<file path="config.mk">
export PLATFORM = sky130hd
export DESIGN_NAME = clk_mode_strap_dec
export DESIGN_NICKNAME = d
export VERILOG_FILES = /design/src/rtl/clkmode_pkg.sv /design/src/rtl/strap_latch.sv /design/src/rtl/mode_decode.sv /design/src/rtl/tclk_divider.sv /design/src/rtl/clk_mode_strap_dec.sv
export SDC_FILE = /design/constraint.sdc
export NUM_CORES = 1
export LEC_CHECK = 0
export CORE_MARGIN = 5
export CORE_UTILIZATION = 35
export CTS_CLUSTER_SIZE = 10
export DETAILED_ROUTE_END_ITERATION = 7
export MAX_ROUTING_LAYER = met4
export PLACE_DENSITY = 0.93
export SLEW_MARGIN = 20
export SYNTH_ARGS = -nofsm -noshare
export SYNTH_HDL_FRONTEND = slang
export SYNTH_HIERARCHICAL = 1
export SYNTH_SLANG_ARGS = --single-unit
</file>
<file path="constraint.sdc">
create_clock -name clk -period 4.1 [get_ports clk]
set_input_delay 0.82 -clock clk [delete_from_list [all_inputs] [get_ports clk]]
set_output_delay 0.82 -clock clk [all_outputs]
set_load 0.005 [all_outputs]
</file>
<file path="src/rtl/clkmode_pkg.sv">
package clkmode_pkg;

    typedef enum logic [3:0] {
        F_OFF     = 4'd0,
        F_14M     = 4'd1,
        F_33M     = 4'd2,
        F_48M     = 4'd3,
        F_66M     = 4'd4,
        F_100M    = 4'd5,
        F_133M    = 4'd6,
        F_200M    = 4'd7,
        F_EXT     = 4'd8,
        F_EXT_D2  = 4'd9,
        F_T1      = 4'd10,
        F_T2      = 4'd11,
        F_T4      = 4'd12,
        F_T8      = 4'd13
    } freq_t;

    localparam logic [1:0] LVL_LOW  = 2'b00;
    localparam logic [1:0] LVL_MID  = 2'b01;
    localparam logic [1:0] LVL_HIGH = 2'b10;

    localparam int NUM_GRP  = 7;
    localparam int SRC_W    = 4;
    localparam int GRP_CPU  = 0;
    localparam int GRP_V66  = 1;
    localparam int GRP_BUF  = 2;
    localparam int GRP_PCI  = 3;
    localparam int GRP_REF  = 4;
    localparam int GRP_USB  = 5;
    localparam int GRP_DOT  = 6;

    typedef struct packed {
        logic       valid;
        logic [1:0] lvl;
        logic [1:0] fsel;
        logic       mult;
    } straps_t;

endpackage

</file>
<file path="src/rtl/strap_latch.sv">
module strap_latch
    import clkmode_pkg::*;
(
    input  logic       clk,
    input  logic       rst_n,
    input  logic       pg_n,
    input  logic [1:0] lvl,
    input  logic [1:0] fsel,
    input  logic       mult,
    output straps_t    st_o,
    output logic       capture_o
);

    straps_t st_d, st_q;
    logic    cap_d;

    always_comb begin
        st_d  = st_q;
        cap_d = !st_q.valid && !pg_n;
        if (cap_d) begin
            st_d.valid = 1'b1;
            st_d.lvl   = lvl;
            st_d.fsel  = fsel;
            st_d.mult  = mult;
        end
    end

    always_ff @(posedge clk or negedge rst_n) begin
        if (!rst_n) begin
            st_q <= '0;
        end else begin
            st_q <= st_d;
        end
    end

    assign st_o      = st_q;
    assign capture_o = cap_d;

endmodule

</file>
<file path="src/rtl/mode_decode.sv">
module mode_decode
    import clkmode_pkg::*;
(
    input  straps_t                          st,
    output logic [NUM_GRP-1:0][SRC_W-1:0]    src_o,
    output logic [NUM_GRP-1:0]               oe_o,
    output logic                             resv_o,
    output logic                             ext66_o,
    output logic                             test_o
);

    freq_t cpu_f;

    always_comb begin
        unique case (st.fsel)
            2'b00:   cpu_f = F_66M;
            2'b01:   cpu_f = F_100M;
            2'b10:   cpu_f = F_200M;
            default: cpu_f = F_133M;
        endcase
    end

    always_comb begin
        src_o   = '0;
        oe_o    = '0;
        resv_o  = 1'b0;
        ext66_o = 1'b0;
        test_o  = 1'b0;
        if (st.valid) begin
            unique case (st.lvl)
                LVL_LOW, LVL_HIGH: begin
                    oe_o           = '1;
                    src_o[GRP_CPU] = cpu_f;
                    src_o[GRP_V66] = F_66M;
                    src_o[GRP_REF] = F_14M;
                    src_o[GRP_USB] = F_48M;
                    src_o[GRP_DOT] = F_48M;
                    if (st.lvl == LVL_HIGH) begin
                        ext66_o        = 1'b1;
                        src_o[GRP_BUF] = F_EXT;
                        src_o[GRP_PCI] = F_EXT_D2;
                    end else begin
                        src_o[GRP_BUF] = F_66M;
                        src_o[GRP_PCI] = F_33M;
                    end
                end
                LVL_MID: begin
                    unique case (st.fsel)
                        2'b00: ;
                        2'b01: begin
                            test_o         = 1'b1;
                            oe_o           = '1;
                            src_o[GRP_CPU] = F_T2;
                            src_o[GRP_V66] = F_T4;
                            src_o[GRP_BUF] = F_T4;
                            src_o[GRP_PCI] = F_T8;
                            src_o[GRP_REF] = F_T1;
                            src_o[GRP_USB] = F_T1;
                            src_o[GRP_DOT] = F_T2;
                        end
                        default: resv_o = 1'b1;
                    endcase
                end
                default: resv_o = 1'b1;
            endcase
        end
    end

endmodule

</file>
<file path="src/rtl/tclk_divider.sv">
module tclk_divider #(
    parameter int STAGES = 3
) (
    input  logic              clk,
    input  logic              rst_n,
    input  logic              restart,
    input  logic              run,
    output logic [STAGES-1:0] div_o
);

    typedef struct packed {
        logic [STAGES-1:0] cnt;
    } div_state_t;

    div_state_t dv_d, dv_q;

    always_comb begin
        dv_d = dv_q;
        if (restart) begin
            dv_d.cnt = '0;
        end else if (run) begin
            dv_d.cnt = dv_q.cnt + 1'b1;
        end else begin
            dv_d.cnt = '0;
        end
    end

    always_ff @(posedge clk or negedge rst_n) begin
        if (!rst_n) begin
            dv_q <= '0;
        end else begin
            dv_q <= dv_d;
        end
    end

    for (genvar i = 0; i < STAGES; i++) begin : g_tap
        assign div_o[i] = dv_q.cnt[i];
    end

endmodule

</file>
<file path="src/rtl/clk_mode_strap_dec.sv">
module clk_mode_strap_dec
    import clkmode_pkg::*;
#(
    parameter int DIV_STAGES = 3
) (
    input  logic                  clk,
    input  logic                  rst_n,
    input  logic                  pwr_good_n,
    input  logic [1:0]            mode_lvl,
    input  logic [1:0]            fsel,
    input  logic                  mult_sel,
    output logic                  cfg_valid,
    output logic [1:0]            cfg_mode,
    output logic [1:0]            cfg_fsel,
    output logic                  cfg_mult,
    output logic                  cfg_reserved,
    output logic                  ext66_sel,
    output logic                  test_active,
    output logic [3:0]            cpu_src,
    output logic [3:0]            v66_src,
    output logic [3:0]            buf_src,
    output logic [3:0]            pci_src,
    output logic [3:0]            ref_src,
    output logic [3:0]            usb_src,
    output logic [3:0]            dot_src,
    output logic [6:0]            grp_oe,
    output logic [DIV_STAGES-1:0] tclk_div
);

    straps_t                       st;
    logic                          capture;
    logic [NUM_GRP-1:0][SRC_W-1:0] src;
    logic [NUM_GRP-1:0]            oe;
    logic                          test;

    strap_latch u_latch (
        .clk       (clk),
        .rst_n     (rst_n),
        .pg_n      (pwr_good_n),
        .lvl       (mode_lvl),
        .fsel      (fsel),
        .mult      (mult_sel),
        .st_o      (st),
        .capture_o (capture)
    );

    mode_decode u_dec (
        .st      (st),
        .src_o   (src),
        .oe_o    (oe),
        .resv_o  (cfg_reserved),
        .ext66_o (ext66_sel),
        .test_o  (test)
    );

    tclk_divider #(.STAGES(DIV_STAGES)) u_div (
        .clk     (clk),
        .rst_n   (rst_n),
        .restart (capture),
        .run     (test),
        .div_o   (tclk_div)
    );

    assign cfg_valid   = st.valid;
    assign cfg_mode    = st.lvl;
    assign cfg_fsel    = st.fsel;
    assign cfg_mult    = st.mult;
    assign test_active = test;
    assign grp_oe      = oe;
    assign cpu_src     = src[GRP_CPU];
    assign v66_src     = src[GRP_V66];
    assign buf_src     = src[GRP_BUF];
    assign pci_src     = src[GRP_PCI];
    assign ref_src     = src[GRP_REF];
    assign usb_src     = src[GRP_USB];
    assign dot_src     = src[GRP_DOT];

endmodule

</file>
==> results of run 1 <==
-- sequential cells by signal, summed over array words and instances, names as in the netlist --
name / cells
u_div/div_o: 3
u_latch/st_o: 6
-- worst reg2reg max path, delay by kind of cell (launching register included) --
kind,cells,cell delay [ns]
flops,1,0.42
buf+inv,1,0.09
fa+ha+maj,1,0.25
simple gates,4,0.54
-- path summary, 6_finish.rpt --
check | from | to | slack, ns | depth (start not counted)
min reg2reg | u_div/div_o[0]$_DFF_PN0_ | u_div/div_o[0]$_DFF_PN0_ | 0.46 | 1
max reg2reg | u_latch/st_o[2]$_DFFE_PN0P_ | u_div/div_o[2]$_DFF_PN0_ | 2.74 | 6
max | u_latch/st_o[2]$_DFFE_PN0P_ | grp_oe[5] | 1.01 | 5
max in group asynchronous | rst_n | u_latch/st_o[1]$_DFFE_PN0P_ | 2.96 | 1
min in group asynchronous | rst_n | u_latch/st_o[0]$_DFFE_PN0P_ | 0.86 | 1
min | u_div/div_o[0]$_DFF_PN0_ | u_div/div_o[0]$_DFF_PN0_ | 0.46 | 1
-- metal layers --
| metal | track usage | routed length, um |
|---|---|---|
| met5 | - | 0 |
| met4 | 0.04068 | 19 |
| met3 | 0.05963 | 241 |
| met2 | 0.1853 | 872 |
| met1 | 0.09669 | 502 |
-- cell type report --
class                   count  area, um^2
flip-flops and latches      9       225.2
well taps                  27       33.78
clock buffers               4       26.28
repair buffers             47       470.5
fillers                   181       909.6
inverters                   5       18.77
multi-input cells          42       317.8
-- cells in the mapped netlist --
master and n:
a21oi_1 3, a211oi_1 1, and2_2 1, a211oi_2 1, nand2_1 1, nor2b_2 1
nand2b_1 2, buf_6 1, nand2b_4 2, nor3_1 2, or2b_1 1, mux2_2 5
ha_1 5, buf_4 27, xnor2_1 1, nor2_4 1, nand3b_1 1, conb_1 1
dfrtp_1 9, o21ba_2 1, inv_1 5, nor2_1 6
-- cells by family (layout without fill, tap and decap cells) --
family,Yosys count,in the layout,synth area share
AND/OR/NAND/NOR,18,18,0.1578
flip-flops,9,9,0.2990
AO/OA/AOI/OAI,6,6,0.05980
other,1,7,0.004979
multiplexers,5,5,0.07475
buffers and inverters,33,56,0.3090
adder cells (fa/ha/maj),5,5,0.08306
XOR/XNOR,1,1,0.01163
-- through the flow --
| stage | std cells | utilization | area [um^2] | worst slack, ns | hold slack [ns] |
|---|---|---|---|---|---|
| after floorplan | 84 | - | 775.7 | 1.747 | 0.4497 |
| after global placement | 130 | 0.5325 | 1066 | 1.354 | 0.4423 |
| after detailed placement | 130 | 0.5325 | 1066 | 1.213 | 0.4564 |
| after CTS | 134 | 0.5456 | 1092 | 0.9423 | 0.4695 |
| after global routing | 134 | 0.5456 | 1092 | 0.8220 | 0.5008 |
| final | 134 | 0.5456 | 1092 | 1.013 | 0.4633 |
-- power by group --
group	switching, mW	leakage [nW]	internal, mW	total, mW
clock network	0.0286	0.0150	0.0374	0.0660
logic	0.0479	0.339	0.0958	0.144
registers	0.0105	0.112	0.0951	0.106
total	0.0870	0.466	0.228	0.315
==> metrics.md, run 1 <==
| Metric | Value |
|---|---|
| YS warnings | `6` |
| Most common cell after layout, fill and taps aside | `clkdlybuf4s50_1` |
| Critical path class | `reg2out` |
| 1st-pass router iterations | `4` |
| Final setup fails | `0` |
| Worst EP required | `3.28 ns` |
| Final setup skew | `0.0002851 ns` |
| GRT Util Overall | `0.1066` |
| Largest net degree at the start of global routing | `13` |
| CTS tree | `built` |
| Root Buffer Master | `clkbuf_4` |
| Worst Tran Pin Value | `0.6412 ns` |
| Final period utilization | `0.7530` |
| Worst path bufs/invs | `2` |
| Run status | `finished, final reports clean` |
| Die footprint | `approximately 3200 um^2` |
| Post-CTS Setup Bufs | `0` |
| CP Capture Type | `output port` |
| Fmax | `about 320 MHz` |
| Rel. slew slack | `0.5725` |
| Critical Path AT | `2.27 ns` |
| Max Cap Viol | `0` |
| Pwr/cell area | `288.6 nW/um^2` |
| Clk sinks | `9` |
| First-pass GRT wire length | `2.615 mm` |
| Remaining DRCs | `0` |
| Largest cells by area after synthesis | `dfrtp_1, buf_4, ha_1` |
| RSZ-0062 raised after global routing | `no` |
| Final Hold Viols | `0` |
| Clock-pin slew on the worst setup and hold paths | `0.06 ns` |
| Worst path max stage delay | `0.63 ns` |
| Post-Syn Area | `753.2 um^2` |
| Initial drt markers | `5` |
| Die width | `approximately 56 um` |
| Syn_area_per_cell | `9.657 um^2` |
| Number of global-route vias before repair | `545` |
| Max VDD drop | `0.0002848 V` |
| Row count | `16` |
| Leakage | `0.4661 nW` |
| Area Growth Syn to Fin | `45.02%` |
| Starting Density | `0.3762` |
| Antenna Nets Post-Route | `0` |
| CTS resizes | `0` |
| Post-DP HPWL | `1.394 mm` |
| CTS Buf Count | `3` |
| Leading area contributor after synthesis | `dfrtp_1` |
| Sequential fraction of the synthesis area | `0.2990` |
| Slowest CP cell | `clkdlybuf4s50_1` |
| Routed vias/inst | `4.291` |
| Hold crit path type | `reg2reg` |
| Distinct cell type count of the synthesized netlist | `22` |
| # IOs | `between 50 and 60` |
| Share of layout cells above drive strength 1 | `0.1402` |
| Core area | `about 2000 um^2` |
| Die height | `between 50 and 60 um` |
| Cts hold-fix bufs | `0` |
| Crit path time final | `3.087 ns` |
| Port bufs | `47` |
| Flops & latches, synth | `9` |
| Synth top area share | `0.2990` |
| Gpl congestion | `0.6651` |
| Power, Total | `0.3153 mW` |
| Cells along the critical path | `inv_1 -> ha_1 -> nand2b_4 -> a21oi_1 -> clkdlybuf4s50_1` |
| Setup TNS | `0 ns` |
| Startpoint Class | `flop` |
| Routed len/inst | `12.20 um` |
| Slew Viols, Final | `0` |
| Final net count | `about 120` |
| Initial antenna violation count | `0` |
| Ant. Diodes | `0` |
| Via count | `roughly 580` |
| Gr ovfl total | `0` |
| Crit-path max FO | `11` |
| H-Tree Depth | `1` |
| Clock Latency Late Sink | `roughly 0.25 ns` |
| Post-Route WL | `roughly 1.6 mm` |
| Most frequent cells in the layout | `clkdlybuf4s50_1, dfrtp_1, conb_1` |
| Crit path max-delay family | `buffers and inverters` |
| Synthesized instance count | `78` |
| Clk buf depth | `2` |
No activity file was read; power rests on OpenSTA's default activity.
==> inputs of run 2 (changes only) <==
--- a/config.mk
+++ b/config.mk
@@ -6,11 +6,11 @@
 export NUM_CORES = 1
 export LEC_CHECK = 0
 export CORE_MARGIN = 5
-export CORE_UTILIZATION = 35
+export CORE_UTILIZATION = 34
 export CTS_CLUSTER_SIZE = 10
 export DETAILED_ROUTE_END_ITERATION = 7
 export MAX_ROUTING_LAYER = met4
-export PLACE_DENSITY = 0.93
+export PLACE_DENSITY = 0.91
 export SLEW_MARGIN = 20
 export SYNTH_ARGS = -nofsm -noshare
 export SYNTH_HDL_FRONTEND = slang
==> constraint.sdc (replaced) <==
create_clock -name clk -period 3.1 [get_ports clk]
set_input_delay 0.62 -clock clk [delete_from_list [all_inputs] [get_ports clk]]
set_output_delay 0.62 -clock clk [all_outputs]
set_load 0.005 [all_outputs]
==> run 2 against run 1 <==
  * Clock skew barely moved
  * Final cell count rose by 1.5%
  * Clock power rose by 34%
  * Worst setup slack got worse by 0.56 ns
  * Count of clock-buffer cells in the layout did not move
  * Critical path type unchanged
  * Critical endpoint is now cpu_src[3]
  * Largest power group unchanged
  * Highest routed layer unchanged
==> metrics.md, run 2 (synthesis results as in run 1) <==
| Metric | Value |
|---|---|
| Run status | `finished, final reports clean (unchanged)` |
| Final Cell Area | `1101 um^2 (was 1092 um^2)` |
| Slowest CP cell | `clkdlybuf4s50_1 (unchanged)` |
| Worst path max stage delay | `0.59 ns (was 0.63 ns)` |
| Placed cell count | `132 (was 130)` |
| GRT Util Overall | `0.1147 (was 0.1066)` |
| Post-Route WL | `1.686 mm (was 1.635 mm)` |
| Worst R2R Start | `u_latch/st_o[2]$_DFFE_PN0P_ (unchanged)` |
| Antenna Nets Post-Route | `0 (unchanged)` |
| Pre-CTS WS | `0.6985 ns (was 1.213 ns)` |
| Initial drt markers | `3 (was 5)` |
| Area Growth Syn to Fin | `46.18% (was 45.02%)` |
| Setup TNS | `0 ns (unchanged)` |
| Worst EP required | `2.48 ns (was 3.28 ns)` |
| # IOs | `55 (unchanged)` |
| H-Tree Depth | `1 (unchanged)` |
| CTS resizes | `0 (unchanged)` |
| Fmax | `between 300 and 400 MHz` |
| R2r worst-path depth | `6 (unchanged)` |
| Min Hold Slack | `0.4568 ns (was 0.4633 ns)` |
| Initial antenna violation count | `0 (unchanged)` |
| Gr ovfl total | `0 (unchanged)` |
| Most common cell after layout, fill and taps aside | `clkdlybuf4s50_1 (unchanged)` |
| Clk sinks | `9 (unchanged)` |
| WHS Path Cells | `1 (unchanged)` |
| Port bufs | `47 (unchanged)` |
| Clk buf depth | `2 (unchanged)` |
| Critical Path AT | `2.03 ns (was 2.27 ns)` |
| Final Hold Viols | `0 (unchanged)` |
| Max reg flops | `6 (unchanged)` |
| Clk pwr share | `0.209 (about the same)` |
| Remaining DRCs | `0 (unchanged)` |
| Share of layout cells above drive strength 1 | `0.1481 (was 0.1402)` |
| Crit-path max FO | `7 (was 11)` |
| Hold EP | `u_div/div_o[0]$_DFF_PN0_ (unchanged)` |
| Post-CTS Setup Bufs | `0 (unchanged)` |
| Crit path max-delay family | `buffers and inverters (unchanged)` |
| P_int | `0.3049 mW (was 0.2282 mW)` |
| Sequential Power Share | `0.330 (was 0.335)` |
| Clock-pin slew on the worst setup and hold paths | `0.06 ns (about the same)` |
| Final worst slack | `0.4480 ns (was 1.013 ns)` |
| Pwr/cell area | `383.3 nW/um^2 (was 288.6 nW/um^2)` |
| Startpoint Class | `flop (unchanged)` |
| Max Cap Viol | `0 (unchanged)` |
| Via count | `567 (was 575)` |
| Ant. Diodes | `0 (unchanged)` |
| RSZ-0062 raised after global routing | `no (unchanged)` |
| Slew Viols, Final | `0 (unchanged)` |
| Worst path bufs/invs | `2 (unchanged)` |
| Routed vias/inst | `4.169 (was 4.291)` |
| Critical path class | `reg2out (unchanged)` |
| Min-delay src | `u_div/div_o[0]$_DFF_PN0_ (unchanged)` |
| Die footprint | `3256 um^2 (was 3180 um^2)` |
| Area of placed instances | `1075 um^2 (was 1066 um^2)` |
| Post-DP HPWL | `1.463 mm (was 1.394 mm)` |
| Final non-filler cell total | `136 (was 134)` |
| Crit path time final | `2.652 ns` |
| Max VDD drop | `0.0002403 V (was 0.0002848 V)` |
| Routed len/inst | `12.40 um (was 12.20 um)` |
| Final period utilization | `0.8555` |
| CP Capture Type | `output port (unchanged)` |
| Most frequent cells in the layout | `clkdlybuf4s50_1, dfrtp_1, conb_1 (unchanged)` |
| Die height | `57.07 um (was 56.39 um)` |
| Flop2flop setup slack | `1.75 ns (was 2.74 ns)` |
| Final setup skew | `0.0005706 ns (was 0.0002851 ns)` |
| Core area | `2170 um^2 (was 2002 um^2)` |
| Combinational Power Share | `0.460 (was 0.456)` |
| Worst R2R End | `u_div/div_o[2]$_DFF_PN0_ (unchanged)` |
| First-pass GRT wire length | `2.773 mm (was 2.615 mm)` |
| Leakage | `0.4707 nW (was 0.4661 nW)` |
| Psw | `0.1171 mW (was 0.08705 mW)` |
| Number of global-route vias before repair | `637 (was 545)` |
| Row count | `17 (was 16)` |
| CTS Buf Count | `3 (unchanged)` |
| Hold crit path type | `reg2reg (unchanged)` |
| Clock Latency Late Sink | `0.26 ns (was 0.25 ns)` |
| Cts hold-fix bufs | `0 (unchanged)` |
| 1st-pass router iterations | `3 (was 4)` |
| Sw Ratio | `0.2776 (was 0.2761)` |
| Final net count | `122 (was 121)` |
| Final setup fails | `0 (unchanged)` |
| Largest net degree at the start of global routing | `13 (unchanged)` |
| CTS tree | `built (unchanged)` |
| Starting Density | `0.3472 (was 0.3762)` |
| Cells along the critical path | `inv_1 -> ha_1 -> nand2b_4 -> nor2_1 -> clkdlybuf4s50_1 (was inv_1 -> ha_1 -> nand2b_4 -> a21oi_1 -> clkdlybuf4s50_1)` |
| Die width | `57.07 um (was 56.39 um)` |
| Gpl congestion | `0.7273 (was 0.6651)` |
| Root Buffer Master | `clkbuf_4 (unchanged)` |
[run 2: cell count changes in the layout (fill, tap and decap cells not counted), sizes merged]
cell / delta
buf: +1
[run 2: how the worst max path moves through the flow]
stage | depth (start not counted) | to | startpoint
floorplan | 5 | dot_src[0] | u_latch/st_o[2]$_DFFE_PN0P_
finish | 5 | cpu_src[3] | u_latch/st_o[2]$_DFFE_PN0P_
global route | 5 | ref_src[1] | u_latch/st_o[2]$_DFFE_PN0P_
detailed placement | 5 | ref_src[3] | u_latch/st_o[2]$_DFFE_PN0P_
CTS | 5 | ref_src[3] | u_latch/st_o[2]$_DFFE_PN0P_
global placement | 5 | cpu_src[3] | u_latch/st_o[2]$_DFFE_PN0P_
[run 2: through the flow]
stage	power [mW]	util
final	0.4220	0.5075
after global routing	0.4525	0.5075
after CTS	0.4323	0.5075
after detailed placement	0.3396	0.4954
after global placement	0.3348	0.4954
after floorplan	0.2485	-
[run 2: per-layer routing]
layer  GRT usage  up-vias  share of wire
met1      0.1006      260           0.33
met3     0.02941        4           0.10
met2      0.2055       28           0.54
li1            -      275              -
met5           -        -              0
met4     0.08940        0          0.026
[run 2: power by group through the flow]
stage                     Combinational (mW)  Clock [mW]  Sequential, mW
after global placement                 0.194           0           0.141
after global routing                   0.212      0.0990           0.142
after detailed placement               0.198           0           0.142
after CTS                              0.199      0.0941           0.140
after floorplan                        0.111           0           0.137
final                                  0.194      0.0884           0.139
[run 2: final cells by class]
| cell class | instances | area [um^2] |
|---|---|---|
| Clock buffer | 4 | 26.28 |
| Fill cell | 198 | 1069 |
| Inverter | 5 | 18.77 |
| Multi-Input combinational cell | 42 | 317.8 |
| Sequential cell | 9 | 225.2 |
| Tap cell | 28 | 35.03 |
| Timing Repair Buffer | 48 | 478.0 |
==> inputs of run 3 (changes only) <==
--- a/config.mk
+++ b/config.mk
@@ -7,6 +7,7 @@
 export LEC_CHECK = 0
 export CORE_MARGIN = 5
 export CORE_UTILIZATION = 34
+export CTS_CLUSTER_DIAMETER = 40
 export CTS_CLUSTER_SIZE = 10
 export DETAILED_ROUTE_END_ITERATION = 7
 export MAX_ROUTING_LAYER = met4
==> constraint.sdc (replaced) <==
create_clock -name clk -period 2.6 [get_ports clk]
set_input_delay 0.52 -clock clk [delete_from_list [all_inputs] [get_ports clk]]
set_output_delay 0.52 -clock clk [all_outputs]
set_load 0.005 [all_outputs]
==> run 3 against run 2 <==
  * Clock skew hardly changed
  * Wire length is 1.9% higher
  * First-iteration DRC count is 33% higher
  * Clock power is 19% higher
  * Core utilization is 1.4 points higher
  * Final area is 2.7% higher
  * Die area stayed put
  * Combinational power is 23% higher
  * Count of clock-buffer cells in the layout stayed put
  * Sequential cell count stayed put
  * Critical path type unchanged
  * Critical endpoint is now dot_src[1]
  * Largest power group unchanged
==> metrics.md, run 3 (synthesis results as in run 1) <==
| Metric | Value |
|---|---|
| Psw | `0.1429 mW (was 0.1171 mW)` |
| Max Cap Viol | `0 (unchanged)` |
| Post-DP HPWL | `1.458 mm (was 1.463 mm)` |
| H-Tree Depth | `1 (unchanged)` |
| Core area | `2170 um^2 (unchanged)` |
| Routed len/inst | `12.54 um (was 12.40 um)` |
| Initial antenna violation count | `0 (unchanged)` |
| Root Buffer Master | `clkbuf_4 (unchanged)` |
| Fmax | `399.9 MHz` |
| Die height | `57.07 um (unchanged)` |
| Area Growth Syn to Fin | `50.17% (was 46.18%)` |
| First-pass GRT wire length | `2.856 mm (was 2.773 mm)` |
| P_int | `0.3690 mW (was 0.3049 mW)` |
| Final period utilization | `0.9619` |
| Hold crit path type | `reg2reg (unchanged)` |
| Crit path time final | `2.501 ns` |
| Die width | `57.07 um (unchanged)` |
| CTS Buf Count | `3 (unchanged)` |
| Post-Route WL | `1.718 mm (was 1.686 mm)` |
| Combinational Power Share | `0.468 (was 0.460)` |
| Clk sinks | `9 (unchanged)` |
| Clk pwr share | `0.205 (was 0.209)` |
| Die footprint | `3256 um^2 (unchanged)` |
| Final net count | `123 (was 122)` |
| Final Cell Area | `1131 um^2 (was 1101 um^2)` |
| Most common cell after layout, fill and taps aside | `clkdlybuf4s50_1 (unchanged)` |
| Gr ovfl total | `0 (unchanged)` |
| Pwr/cell area | `452.6 nW/um^2 (was 383.3 nW/um^2)` |
| Number of global-route vias before repair | `637 (unchanged)` |
| Most frequent cells in the layout | `clkdlybuf4s50_1, dfrtp_1, conb_1 (unchanged)` |
| Run status | `finished, final reports clean (unchanged)` |
| CP Capture Type | `output port (unchanged)` |
| Largest net degree at the start of global routing | `13 (unchanged)` |
| Area of placed instances | `1075 um^2 (unchanged)` |
| Critical path class | `reg2out (unchanged)` |
| GRT Util Overall | `0.1167 (was 0.1147)` |
| Clock-pin slew on the worst setup and hold paths | `0.06 ns (about the same)` |
| Row count | `17 (unchanged)` |
| Clock Latency Late Sink | `0.26 ns (about the same)` |
| # IOs | `55 (unchanged)` |
| Slew Viols, Final | `0 (unchanged)` |
| Startpoint Class | `flop (unchanged)` |
| Port bufs | `47 (unchanged)` |
| Max VDD drop | `0.0002916 V (was 0.0002403 V)` |
| Sw Ratio | `0.2792 (was 0.2776)` |
| Gpl congestion | `0.7272 (was 0.7273)` |
| Sequential Power Share | `0.328 (was 0.330)` |
| Clk buf depth | `2 (unchanged)` |
| Final setup skew | `0.0003372 ns (was 0.0005706 ns)` |
| Leakage | `0.4765 nW (was 0.4707 nW)` |
| Antenna Nets Post-Route | `0 (unchanged)` |
| Via count | `576 (was 567)` |
| Share of layout cells above drive strength 1 | `0.1835 (was 0.1481)` |
| Critical Path AT | `1.98 ns (was 2.03 ns)` |
| 1st-pass router iterations | `2 (was 3)` |
| Routed vias/inst | `4.204 (was 4.169)` |
| CTS tree | `built (unchanged)` |
| Ant. Diodes | `0 (unchanged)` |
| Final setup fails | `0 (unchanged)` |
| Final Hold Viols | `0 (unchanged)` |
| Starting Density | `0.3472 (unchanged)` |
| Worst EP required | `2.08 ns (was 2.48 ns)` |
| Initial drt markers | `4 (was 3)` |
| Power, Total | `0.5119 mW (was 0.4220 mW)` |
| Crit-path max FO | `5 (was 7)` |
| Max reg flops | `6 (unchanged)` |
| Remaining DRCs | `0 (unchanged)` |
| Fill count | `190 (was 198)` |
-- run 3: power groups by stage --
stage | Combinational, mW | Sequential, mW | Clock, mW
3_5_place_dp | 0.236 | 0.169 | 0
6_report | 0.239 | 0.168 | 0.105
4_1_cts | 0.237 | 0.167 | 0.112
5_1_grt | 0.260 | 0.171 | 0.118
2_1_floorplan | 0.133 | 0.164 | 0
3_3_place_gp | 0.231 | 0.168 | 0
-- run 3: per-stage QoR --
stage / worst slack [ns] / setup TNS, ns / util / hold WS, ns / cells
after global routing: -0.02812 / -0.1306 / 0.5213 / 0.5014 / 137
after global placement: 0.4038 / 0 / 0.4954 / 0.4422 / 132
final: 0.09908 / 0 / 0.5213 / 0.4584 / 137
after detailed placement: 0.3049 / 0 / 0.4954 / 0.4490 / 132
after floorplan: 0.5472 / 0 / - / 0.2244 / 84
after CTS: 0.007093 / 0 / 0.5075 / 0.4588 / 136
-- run 3: cell type report --
type                       instances  area (um^2)  share of cell area
tap                               28        35.03             0.03097
sequential                         9        225.2              0.1991
timing repair buffer              49        489.2              0.4325
inverter                           5        18.77             0.01659
clock buffer                       4        26.28             0.02323
multi-input combinational         42        336.6              0.2976
-- run 3: worst paths after layout --
check	end	slack, ns	startpoint	cells after the start
min	u_div/div_o[0]$_DFF_PN0_	0.46	u_div/div_o[0]$_DFF_PN0_	1
max	dot_src[1]	0.1	u_latch/st_o[2]$_DFFE_PN0P_	6
max in group asynchronous	u_latch/st_o[2]$_DFFE_PN0P_	1.78	rst_n	1
max reg2reg	u_div/div_o[2]$_DFF_PN0_	1.31	u_latch/st_o[2]$_DFFE_PN0P_	6
min reg2reg	u_div/div_o[0]$_DFF_PN0_	0.46	u_div/div_o[0]$_DFF_PN0_	1
min in group asynchronous	u_div/div_o[0]$_DFF_PN0_	0.55	rst_n	1
-- run 3: critical path, cell delays in order (launching register included) --
cell and delay [ns]:
dfrtp_1 0.42, inv_1 0.13, ha_4 0.17, nand2b_4 0.08
a21oi_2 0.16, clkdlybuf4s15_2 0.25, clkdlybuf4s50_1 0.51
-- run 3: metal layers --
metal  track usage  wire, um
met5             -         0
met3       0.02941       166
met4       0.08940        44
met1        0.1074       552
met2        0.2039       954
-- run 3: what timing repair did --
item,in CTS,in global routing
hold buffers,0,0
setup buffers,0,0
resized for setup,0,4
endpoints found under the setup margin,0,22
